===== src/rtl/sfc_pkg.sv =====
package sfc_pkg;

  localparam int REG_W = 32;
  localparam int POS_W = 16;

  // config bit positions
  localparam int FLIP_BIT  = 7;
  localparam int OEN_BIT   = 8;
  localparam int INUSE_BIT = 11;
  localparam int GAMMA_BIT = 12;
  localparam int STEP_LO   = 16;
  localparam int RSTN_BIT  = 20;

  typedef enum logic [2:0] {
    SEL_CFG  = 3'd0,
    SEL_FB0  = 3'd1,
    SEL_FB1  = 3'd2,
    SEL_POS  = 3'd3,
    SEL_VCNT = 3'd4
  } reg_sel_e;

  typedef struct packed {
    logic       out_en;
    logic       gamma_en;
    logic [1:0] step;
    logic       rst_ctl;
  } cfg_fields_t;

  function automatic logic [8:0] step_to_bytes(input logic [1:0] step);
    return 9'd256 >> step;
  endfunction

endpackage


===== src/rtl/sfc_cfg_regs.sv =====
module sfc_cfg_regs
  import sfc_pkg::*;
#(
  parameter int BASE_W = 32
) (
  input  logic                    clk,
  input  logic                    rst_n,
  input  logic                    wr_cfg,
  input  logic [1:0]              wr_fb,
  input  logic [REG_W-1:0]        wdata,
  output cfg_fields_t             cfg,
  output logic [1:0][BASE_W-1:0]  fb_q,
  output logic                    soft_rst_now
);

  // falling edge of the stored reset-control bit, caused by a write
  assign soft_rst_now = wr_cfg & cfg.rst_ctl & ~wdata[RSTN_BIT];

  always_ff @(posedge clk or negedge rst_n) begin
    if (!rst_n) begin
      cfg.out_en   <= 1'b0;
      cfg.gamma_en <= 1'b0;
      cfg.step     <= 2'd0;
      cfg.rst_ctl  <= 1'b1;
    end else if (wr_cfg) begin
      cfg.out_en   <= wdata[OEN_BIT];
      cfg.gamma_en <= wdata[GAMMA_BIT];
      cfg.step     <= wdata[STEP_LO +: 2];
      cfg.rst_ctl  <= wdata[RSTN_BIT];
    end
  end

  for (genvar g = 0; g < 2; g++) begin : g_fb
    always_ff @(posedge clk or negedge rst_n) begin
      if (!rst_n)
        fb_q[g] <= '0;
      else if (wr_fb[g])
        fb_q[g] <= wdata[BASE_W-1:0];
    end
  end

endmodule


===== src/rtl/sfc_flip_engine.sv =====
module sfc_flip_engine #(
  parameter int BASE_W = 32
) (
  input  logic                    clk,
  input  logic                    rst_n,
  input  logic                    tm_vblank,
  input  logic                    flip_req,
  input  logic                    soft_rst,
  input  logic [1:0][BASE_W-1:0]  fb_q,
  output logic                    vb_start,
  output logic                    in_use,
  output logic                    flip_pend,
  output logic [BASE_W-1:0]       scan_base
);

  logic vb_d;
  logic swap_now;
  logic in_use_nx;
  logic pend_nx;

  assign vb_start = tm_vblank & ~vb_d;
  assign swap_now = vb_start & flip_pend;

  always_comb begin
    if (soft_rst) begin
      in_use_nx = 1'b0;
      pend_nx   = 1'b0;
    end else if (swap_now) begin
      in_use_nx = ~in_use;
      pend_nx   = 1'b0;     // a request in this cycle is dropped
    end else begin
      in_use_nx = in_use;
      pend_nx   = flip_pend | flip_req;
    end
  end

  always_ff @(posedge clk or negedge rst_n) begin
    if (!rst_n) begin
      vb_d      <= 1'b0;
      in_use    <= 1'b0;
      flip_pend <= 1'b0;
      scan_base <= '0;
    end else begin
      vb_d      <= tm_vblank;
      in_use    <= in_use_nx;
      flip_pend <= pend_nx;
      if (vb_start)
        scan_base <= fb_q[in_use_nx];
    end
  end

endmodule


===== src/rtl/sfc_vblank_counter.sv =====
module sfc_vblank_counter #(
  parameter int CNT_W = 32
) (
  input  logic             clk,
  input  logic             rst_n,
  input  logic             vb_start,
  input  logic             soft_rst,
  output logic [CNT_W-1:0] count
);

  always_ff @(posedge clk or negedge rst_n) begin
    if (!rst_n)
      count <= '0;
    else if (soft_rst)
      count <= '0;
    else if (vb_start)
      count <= count + CNT_W'(1);
  end

endmodule


===== src/rtl/scanout_flip_ctrl.sv =====
module scanout_flip_ctrl
  import sfc_pkg::*;
#(
  parameter int ADDR_W = 3,
  parameter int BASE_W = 32,
  parameter int CNT_W  = 32
) (
  input  logic               clk,
  input  logic               rst_n,
  input  logic               reg_we,
  input  logic [ADDR_W-1:0]  reg_addr,
  input  logic [REG_W-1:0]   reg_wdata,
  output logic [REG_W-1:0]   reg_rdata,
  input  logic               tm_vblank,
  input  logic [POS_W-1:0]   tm_x,
  input  logic [POS_W-1:0]   tm_y,
  output logic [BASE_W-1:0]  scan_base,
  output logic               out_enable,
  output logic               gamma_enable,
  output logic [8:0]         burst_bytes,
  output logic               soft_rst_pulse
);

  localparam int SEL_W = 3;

  cfg_fields_t               cfg;
  logic [1:0][BASE_W-1:0]    fb_q;
  logic                      soft_rst_now;
  logic                      vb_start;
  logic                      in_use;
  logic                      flip_pend;
  logic [CNT_W-1:0]          vsync_count;
  logic                      hit;
  reg_sel_e                  sel;
  logic                      wr_cfg;
  logic [1:0]                wr_fb;

  assign hit    = (reg_addr >> SEL_W) == '0;
  assign sel    = reg_sel_e'(reg_addr[SEL_W-1:0]);
  assign wr_cfg = reg_we & hit & (sel == SEL_CFG);
  assign wr_fb  = {reg_we & hit & (sel == SEL_FB1),
                   reg_we & hit & (sel == SEL_FB0)};

  sfc_cfg_regs #(.BASE_W(BASE_W)) u_regs (
    .clk          (clk),
    .rst_n        (rst_n),
    .wr_cfg       (wr_cfg),
    .wr_fb        (wr_fb),
    .wdata        (reg_wdata),
    .cfg          (cfg),
    .fb_q         (fb_q),
    .soft_rst_now (soft_rst_now)
  );

  sfc_flip_engine #(.BASE_W(BASE_W)) u_flip (
    .clk       (clk),
    .rst_n     (rst_n),
    .tm_vblank (tm_vblank),
    .flip_req  (wr_cfg & reg_wdata[FLIP_BIT]),
    .soft_rst  (soft_rst_now),
    .fb_q      (fb_q),
    .vb_start  (vb_start),
    .in_use    (in_use),
    .flip_pend (flip_pend),
    .scan_base (scan_base)
  );

  sfc_vblank_counter #(.CNT_W(CNT_W)) u_vcnt (
    .clk      (clk),
    .rst_n    (rst_n),
    .vb_start (vb_start),
    .soft_rst (soft_rst_now),
    .count    (vsync_count)
  );

  always_ff @(posedge clk or negedge rst_n) begin
    if (!rst_n)
      soft_rst_pulse <= 1'b0;
    else
      soft_rst_pulse <= soft_rst_now;
  end

  assign out_enable   = cfg.out_en;
  assign gamma_enable = cfg.gamma_en;
  assign burst_bytes  = step_to_bytes(cfg.step);

  always_comb begin
    reg_rdata = '0;
    if (hit) begin
      unique case (sel)
        SEL_CFG: begin
          reg_rdata[FLIP_BIT]       = flip_pend;
          reg_rdata[OEN_BIT]        = cfg.out_en;
          reg_rdata[INUSE_BIT]      = in_use;
          reg_rdata[GAMMA_BIT]      = cfg.gamma_en;
          reg_rdata[STEP_LO +: 2]   = cfg.step;
          reg_rdata[RSTN_BIT]       = cfg.rst_ctl;
        end
        SEL_FB0:  reg_rdata[BASE_W-1:0] = fb_q[0];
        SEL_FB1:  reg_rdata[BASE_W-1:0] = fb_q[1];
        SEL_POS:  reg_rdata = {tm_x, tm_y};
        SEL_VCNT: reg_rdata[CNT_W-1:0] = vsync_count;
        default:  reg_rdata = '0;
      endcase
    end
  end

endmodule


===== config.mk =====
export PLATFORM = sky130hd
export DESIGN_NAME = scanout_flip_ctrl
export DESIGN_NICKNAME = d
export VERILOG_FILES = /design/src/rtl/sfc_pkg.sv /design/src/rtl/sfc_cfg_regs.sv /design/src/rtl/sfc_flip_engine.sv /design/src/rtl/sfc_vblank_counter.sv /design/src/rtl/scanout_flip_ctrl.sv
export SDC_FILE = /design/constraint.sdc
export NUM_CORES = 1
export LEC_CHECK = 0
export BUFFER_PORTS_ARGS = -buffer_cell sky130_fd_sc_hd__buf_2
export CORE_MARGIN = 2
export CORE_UTILIZATION = 39
export DETAILED_ROUTE_END_ITERATION = 12
export SYNTH_ARGS = -nofsm -noshare
export SYNTH_HDL_FRONTEND = slang
export SYNTH_SLANG_ARGS = --single-unit
export TNS_END_PERCENT = 20

===== constraint.sdc =====
create_clock -name clk -period 3.7 [get_ports clk]
set_input_delay 0.555 -clock clk [delete_from_list [all_inputs] [get_ports clk]]
set_output_delay 0.555 -clock clk [all_outputs]
set_load 0.1 [all_outputs]

* Word-level counts from Yosys, hierarchy flattened
Index checks and enable logic that the tools add are counted.
** Storage, ports and cells
- Register bits after elaboration :: 137
- Input port bits :: 71
- Output and inout port bits :: 76
- Word-level logic and storage cells :: 50
** Cells by class
- Add/sub/neg operators :: 1
- $lt $le $gt $ge :: 1
- Eq/ne operators :: 4
- Shift-type cells :: 1
- Multiplexer cells :: 17
- Bitwise logic cells :: 12
- Reduce and logical (&&, ||, !) cells :: 2
** Operators by type and width (number)
- $mux W32 :: 4
- $pmux W11 S4 :: 1
- $add A32 B1 Y32 const B :: 1
- $pmux W2 S5 :: 3
- $pmux W7 S4 :: 1
- $pmux W2 S4 :: 2
- $pmux W3 S4 :: 1
- $shr A9 B2 Y9 const A :: 1
- $and A1 B1 Y1 :: 8
- $eq A3 B2 Y1 const B :: 2
- $pmux W1 S5 :: 1
- $mux W1 :: 4
- $eq A3 B1 Y1 const B :: 1
- $eq A3 B3 Y1 const B :: 1
- $logic_not A3 Y1 :: 1
- $not A1 Y1 :: 3
- $lt A1 B2 Y1 const B :: 1
- $reduce_bool A2 Y1 :: 1
- $or A1 B1 Y1 :: 1

* Longest topological paths before layout
Gate-level depths: netlist of run 1.
- Depth in word-level cells :: 7
- Depth in mapped cells :: 8
- Depth with buffers taken out :: 5

* Modules after synthesis
A second synthesis of run 1 with hierarchy kept.
** Second synthesis, totals
- Cells, all modules :: 657
- Area, all modules :: 7514.7 sq um
** Modules (own cells, without submodules)
- sfc_cfg_regs :: times used 1, cells each 147, area each 2881.5 sq um, seq. area each 1727.9 sq um
- sfc_flip_engine :: times used 1, cells each 191, area each 1767.9 sq um, seq. area each 875.8 sq um
- sfc_vblank_counter :: times used 1, cells each 176, area each 1680.4 sq um, seq. area each 800.8 sq um
- scanout_flip_ctrl :: times used 1, cells each 143, area each 1184.9 sq um, seq. area each 25.0 sq um

* Worst setup path after synthesis of run 1
OpenSTA, ideal clock, no wires.
- Kind :: input to output
- Start point :: input port reg_addr[1]
- End point :: output port reg_rdata[14]
- Arrival time :: 3.737 ns
- Data required time :: 3.145 ns
- Setup slack :: -0.592 ns
- Stages :: 6
- Path buffers :: 3
- Cell sequence :: clkbuf_1 -> nor2b_1 -> clkbuf_1 -> clkbuf_1 -> a22oi_1 -> o21ai_0
** Between the ends
- Cells in the longest elaborated chain, start to end :: 2
- Elaborated cells on any way between the ends :: 5
- Classes of those cells :: 4 x eq/ne; 1 x mux
** Ends and longest elaborated chain
- start: declaration :: line scanout_flip_ctrl.sv:11 : input logic [ADDR_W-1:0] reg_addr,
- $eq A3 B3 Y1 (tied with other cells) :: line scanout_flip_ctrl.sv:90 : unique case (sel)
- $pmux W3 S4 * :: line scanout_flip_ctrl.sv:90
- end: declaration :: line scanout_flip_ctrl.sv:13 : output logic [REG_W-1:0] reg_rdata,
Mark *: on every way between the ends. The rest lies on a longest branch, timed or not.

* Worst setup path in the final report of run 1
- Start point :: input port reg_addr[1]
- End point :: output port reg_rdata[17]
** Between the ends
- Cells in the longest elaborated chain, start to end :: 2
- Elaborated cells on any way between the ends :: 6
- Classes of those cells :: 4 x eq/ne; 1 x mux; 1 x reduce/logical
** Ends and longest elaborated chain (line)
- $eq A3 B3 Y1 (tied with other cells) :: scanout_flip_ctrl.sv:90
- $pmux W2 S5 * :: scanout_flip_ctrl.sv:90
Marks and branches as above.

==> results.sh, run 1 <==
export IMPL_status="complete, no violations"
export IMPL_slowest_stage="nor2b_1"
export IMPL_synth_seq_area_share_pct=47.8
export IMPL_cp_max_fo=45
export IMPL_cp_num_buf_inv=3
export IMPL_r2r_cells=5
export IMPL_syn_avg_cell_area_um2=10.2
export IMPL_placed_cells=1038
export IMPL_ff2ff_setup_slack_ns=1.43
export IMPL_power_w=0.00654
export IMPL_drt_total_wl_um=22100
export IMPL_dp_slack_ns=0.940
export IMPL_path_delay_family="buffers and inverters"
export IMPL_cpPeakStageDelay_ns=0.51
export IMPL_ys_ff_latch=137
export IMPL_drtIter0Drc=467
export IMPL_tritoncts="built"
export IMPL_area_growth_pct=26.6
export IMPL_finalWorstSetupSlack_ns=0.949
export IMPL_viasPerCell=5.73
export IMPL_ir_worst_vdd_v=0.000456
export IMPL_rows=49
export IMPL_startpoint="reg_addr[1]"
export IMPL_placed_area_um2=8480
export IMPL_cts_hold_fix_buffers=0
export IMPL_cp_endpoint="reg_rdata[17]"
export IMPL_ctsLongestPathBuffers=2
export IMPL_grt_pass1_vias=5944
export IMPL_clock_latency_ns=0.43
export IMPL_yosysTopAreaCellShare_pct=47.5
export IMPL_cts_sinks=137
export IMPL_cts_root_buf="clkbuf_16"
export IMPL_ys_warn_count=0
export IMPL_cp_num_cells=6
export IMPL_rsz0062_at_grt="false"
export IMPL_design_area_um2=9080
export IMPL_ioPinCount=147
export IMPL_cts_made_buffers=17
export IMPL_grt_total_usage_pct=22.7
export IMPL_timing_critical_path_mode_cell="buf_2"
export IMPL_dp_hpwl_um=14900
export IMPL_synth_edf_count=0
export IMPL_power_density_nw_per_um2=721
export IMPL_vias=6133
export IMPL_clkTransAtPathRegs_ns=0.06
export IMPL_critPathCaptureType="primary output"
export IMPL_final_hold_viol_count=0
export IMPL_arrival_ns=2.20
export IMPL_critPathRequiredTime_ns=3.14
export IMPL_synth_commonest_cells="dfrtp_1 (136), mux2_2 (95), o21ai_0 (65), nor2_1 (52), nand2_1 (47)"
export IMPL_grt_overflow=0
export IMPL_period_needed_ns=2.75
export IMPL_htreeDepth=4
export IMPL_leakagePower_nw=3.80
export IMPL_syn_area_um2=7170
export IMPL_r2r_start="u_vcnt.count[0]"
export IMPL_fmax_ghz=0.363
export IMPL_die_area_um2=19500
export IMPL_async_reset_ff_share_pct=100
export IMPL_finalCritPeriodShare_pct=74.4
export IMPL_critical_path_class="primary input to primary output"
export IMPL_worstMarginPinSlew_ns=0.724
export IMPL_synth_area_top_cells="dfrtp_1 (47%), mux2_2 (15%), o21ai_0 (4.5%), a31oi_1 (2.8%), nand3_1 (2.7%)"
export IMPL_maxCapViolations=0
export IMPL_cts_resized=0
export IMPL_ys_types=46
export IMPL_relSlewSlack_pct=51.7
export IMPL_synth_main_ff_cell="dfrtp_1"
export IMPL_place_congestion=0.844
export IMPL_place_port_buffers=141
export IMPL_setup_violations=0
export IMPL_postRouteAntennaNets=0
export IMPL_die_w_um=140
export IMPL_synth_cells=702
export IMPL_antenna_found_initial=1
export IMPL_start_util_pct=39.8
export IMPL_slew_viol_final=0
export IMPL_final_nets=900
export IMPL_coreArea_um2=18000
export IMPL_grt_pass1_wl_um=34100
export IMPL_postCtsSetupBuffers=0
export IMPL_chipHeight_um=140
export IMPL_hold_class="primary input to asynchronous set/reset pin"
export IMPL_synth_most_common_cell="dfrtp_1"
export IMPL_grt_max_degree=78
export IMPL_final_cells=1070
export IMPL_clock_skew_ns=0.00942
export IMPL_n_fill_cell=1680
export IMPL_cp_cell_sequence="buf_2 -> buf_12 -> nor2b_1 -> a21oi_1 -> o22ai_1 -> buf_2"
export IMPL_r2r_end="u_vcnt.count[16]"
export IMPL_layout_drive_gt1_share_pct=37.3
export IMPL_wl_per_cell_um=20.6
export IMPL_drtPass1Iterations=5
export IMPL_fin_tns_setup_ns=0
export IMPL_yosysTopAreaCell="dfrtp_1"
export IMPL_cp_start_kind="primary input"
export IMPL_drcViolationCount=0
-- per-layer routing --
layer	track usage (%)	part of all wire [%]	vias to the layer above
met5	0	0	-
met4	6.00	1.4	0
met3	4.71	5.7	25
met2	34.2	46	208
met1	33.6	47	3073
li1	-	-	2827
-- worst min path at each step --
stage	from	to	slack, ns	cells past startpoint
2_1_floorplan	rst_n	soft_rst_pulse	0.26	0
3_3_place_gp	u_regs.fb_q[6]	u_regs.fb_q[6]	0.51	1
3_5_place_dp	u_regs.fb_q[25]	u_regs.fb_q[25]	0.51	1
4_1_cts	rst_n	u_flip.scan_base[10]	0.19	1
5_1_grt	rst_n	u_flip.scan_base[10]	0.22	1
6_report	rst_n	u_regs.fb_q[42]	0.16	1
-- logic make-up after synthesis --
family	share of synthesized area (%)
compound gates	13.9
flops	47.8
other cells	0.0523
simple gates	15.3
mux	17.1
buf+inv	4.17
fa+ha+maj	0.175
xor+xnor	1.47
-- per-stage QoR --
step	hold slack, ns	util [%]
3_5_place_dp	0.511	47.1
3_3_place_gp	0.506	47.1
4_1_cts	0.188	50.3
5_1_grt	0.219	50.4
6_report	0.156	50.4
2_1_floorplan	0.259	-
-- layout make-up --
cell class                 instances  area (um2)  area share [%]
timing repair buffer             163        1240            13.7
clock buffer                      18         439            4.84
antenna                            1        2.50          0.0276
sequential                       137        3430            37.8
multi-input combinational        502        3490            38.5
clock inverter                    13         154            1.70
tap                              229         287            3.16
inverter                           7        26.3           0.289
-- state kept, by name (all words and copies together), names as in the netlist --
signal / count
u_regs.cfg: 5
soft_rst_pulse: 1
u_flip.vb_d: 1
u_flip.scan_base: 32
u_flip.in_use: 1
u_vcnt.count: 32
u_flip.flip_pend: 1
u_regs.fb_q: 64
-- layout by cell type (no fill, tap or decap), drive strengths merged, types with 2 or more instances in the layout --
| cell | count |
|---|---|
| o41ai | 3 |
| nand2b | 3 |
| nand3b | 3 |
| o21ai | 65 |
| mux2 | 95 |
| clkinvlp | 4 |
| o22ai | 6 |
| nor2b | 5 |
| a31oi | 32 |
| xnor2 | 8 |
| or3 | 9 |
| nor3b | 3 |
| nor4 | 5 |
| nand4 | 8 |
| nor3 | 2 |
| o31ai | 9 |
| buf | 163 |
| nor2 | 52 |
| conb | 5 |
| nand2 | 47 |
| xor2 | 4 |
| clkbuf | 18 |
| dfrtp | 136 |
| a22oi | 24 |
| mux2i | 13 |
| inv | 7 |
| a21oi | 29 |
| and4 | 5 |
| clkinv | 6 |
| or4b | 3 |
| nand3 | 40 |
| or4 | 17 |
| bufinv | 3 |
-- where the power goes --
part           internal [W]  switching [W]  leakage [nW]
Combinational      0.000675        0.00198          1.88
Clock               0.00107       0.000665         0.283
Sequential          0.00184       0.000316          1.63
Total               0.00359        0.00296          3.80
(Power assumes the default switching activity.)
==> inputs of run 2 (changes only) <==
clock period = 2.4 ns   (was 3.7 ns; I/O delays follow)
==> results.sh, run 2 (synthesized netlist as in run 1, its figures left out) <==
export IMPL_status="complete, no violations"
export IMPL_drcViolationCount=0
export IMPL_diodes=0
export IMPL_cpPeakStageDelay_ns=0.47
export IMPL_leakagePower_nw=3.97
export IMPL_dp_hpwl_um=15500
export IMPL_ctsLongestPathBuffers=2
export IMPL_clock_latency_ns=0.43
export IMPL_cp_start_kind="flop"
export IMPL_finalCritPeriodShare_pct=94.9
export IMPL_final_nets=912
export IMPL_grt_pass1_vias=6097
export IMPL_largest_reg_flops=64
export IMPL_hold_ws_ns=0.119
export IMPL_viasPerCell=5.84
export IMPL_rsz0062_at_grt="false"
export IMPL_place_port_buffers=141
export IMPL_critical_path_class="flop to primary output"
export IMPL_ioPinCount=147
export IMPL_postRouteAntennaNets=0
export IMPL_start_util_pct=39.8
export IMPL_cts_made_buffers=17
export IMPL_relSlewSlack_pct=51.1
export IMPL_chipHeight_um=140
export IMPL_rows=49
export IMPL_place_congestion=0.854
export IMPL_slowest_stage="mux4_2"
export IMPL_critPathCaptureType="primary output"
export IMPL_reg_top3="u_regs.fb_q x64, u_flip.scan_base x32, u_vcnt.count x32"
export IMPL_n_fill_cell=1602
export IMPL_grt_overflow=0
export IMPL_setup_violations=0
export IMPL_fin_util_pct=52.9
export IMPL_antenna_found_initial=0
export IMPL_cp_max_fo=3
export IMPL_vias=6321
export IMPL_die_area_um2=19500
export IMPL_drtPass1Iterations=5
export IMPL_drt_total_wl_um=22300
export IMPL_tritoncts="built"
export IMPL_layout_drive_gt1_share_pct=41.6
export IMPL_clock_skew_ns=0.00749
export IMPL_htreeDepth=4
export IMPL_multi_input_area_um2=3670
export IMPL_critPathRequiredTime_ns=2.04
export IMPL_ir_worst_vdd_v=0.000806
export IMPL_final_cell_mix="dfrtp_1 (136), buf_2 (109), mux2_2 (95)"
export IMPL_postCtsSetupBuffers=0
export IMPL_wl_per_cell_um=20.6
export IMPL_worstMarginPinSlew_ns=0.734
export IMPL_coreArea_um2=18000
export IMPL_hold_class="primary input to flop"
export IMPL_cp_cell_sequence="mux4_2 -> mux2_2 -> buf_2"
export IMPL_cts_sinks=137
export IMPL_grt_total_usage_pct=23.1
export IMPL_area_growth_pct=33.0
export IMPL_clkTransAtPathRegs_ns=0.06
export IMPL_power_w=0.0103
export IMPL_final_hold_viol_count=0
export IMPL_final_seq_area_um2=3430
export IMPL_grt_pass1_wl_um=35000
export IMPL_maxCapViolations=0
export IMPL_period_needed_ns=2.28
export IMPL_die_w_um=140
export IMPL_cts_root_buf="clkbuf_16"
export IMPL_slew_viol_final=0
export IMPL_final_common_cell="dfrtp_1"
export IMPL_drtIter0Drc=466
export IMPL_power_density_nw_per_um2=1090
export IMPL_grt_max_degree=68
export IMPL_fmax_ghz=0.439
export IMPL_regMostFlops="u_regs.fb_q"
export IMPL_arrival_ns=1.92
-- run 2: repair_timing --
action	CTS	global route
gates resized for setup	0	0
hold buffers	1	0
endpoints found under the hold margin	55	0
-- run 2: layout make-up --
type / instances / area share (%)
repair buffers: 175 / 15.7
clock inverters: 13 / 1.86
multi-input cells: 502 / 38.5
flip-flops and latches: 137 / 36.0
inverters: 7 / 0.276
clock buffers: 19 / 4.65
well taps: 229 / 3.01
-- run 2: worst paths after layout --
path / endpoint / from / slack [ns] / depth (start not counted)
setup / recovery: reg_rdata[11] / u_flip.in_use / 0.12 / 3
min in group asynchronous: u_flip.scan_base[10] / rst_n / 0.48 / 2
hold / removal: u_flip.vb_d / tm_vblank / 0.12 / 1
setup reg to reg: u_vcnt.count[16] / u_vcnt.count[0] / 0.15 / 5
max in group asynchronous: u_flip.scan_base[17] / rst_n / 1.21 / 3
hold reg to reg: u_regs.fb_q[15] / u_regs.fb_q[15] / 0.53 / 1
-- run 2: through the flow --
stage                     area [um2]  instances  setup TNS [ns]  worst slack (ns)
after floorplan                 7360        706           -4.47            -0.233
after global placement          8900       1049               0             0.290
after detailed placement        8900       1049               0             0.235
after CTS                       9530       1082               0             0.112
after global routing            9530       1082               0            0.0515
final                           9530       1082               0             0.123
-- run 2: report_power, final --
group / total, W / internal [W] / switching (W)
Sequential: 0.00330 / 0.00284 / 0.000461
Clock: 0.00278 / 0.00176 / 0.00102
Combinational: 0.00426 / 0.00114 / 0.00312
Total: 0.0103 / 0.00574 / 0.00460
-- run 2: worst max-delay path: cells and delay by family, from the launching register on --
| family | cells | cell delay (ns) |
|---|---|---|
| muxes | 2 | 0.75 |
| DFF | 1 | 0.44 |
| buffers and inverters | 1 | 0.30 |
-- run 2: routing by layer --
metal,vias up,GRT usage (%),share of wire (%)
met5,-,0,0
met4,0,6.32,1.4
met3,25,4.34,5.4
met2,226,34.6,46
met1,3208,34.4,48
li1,2862,-,-
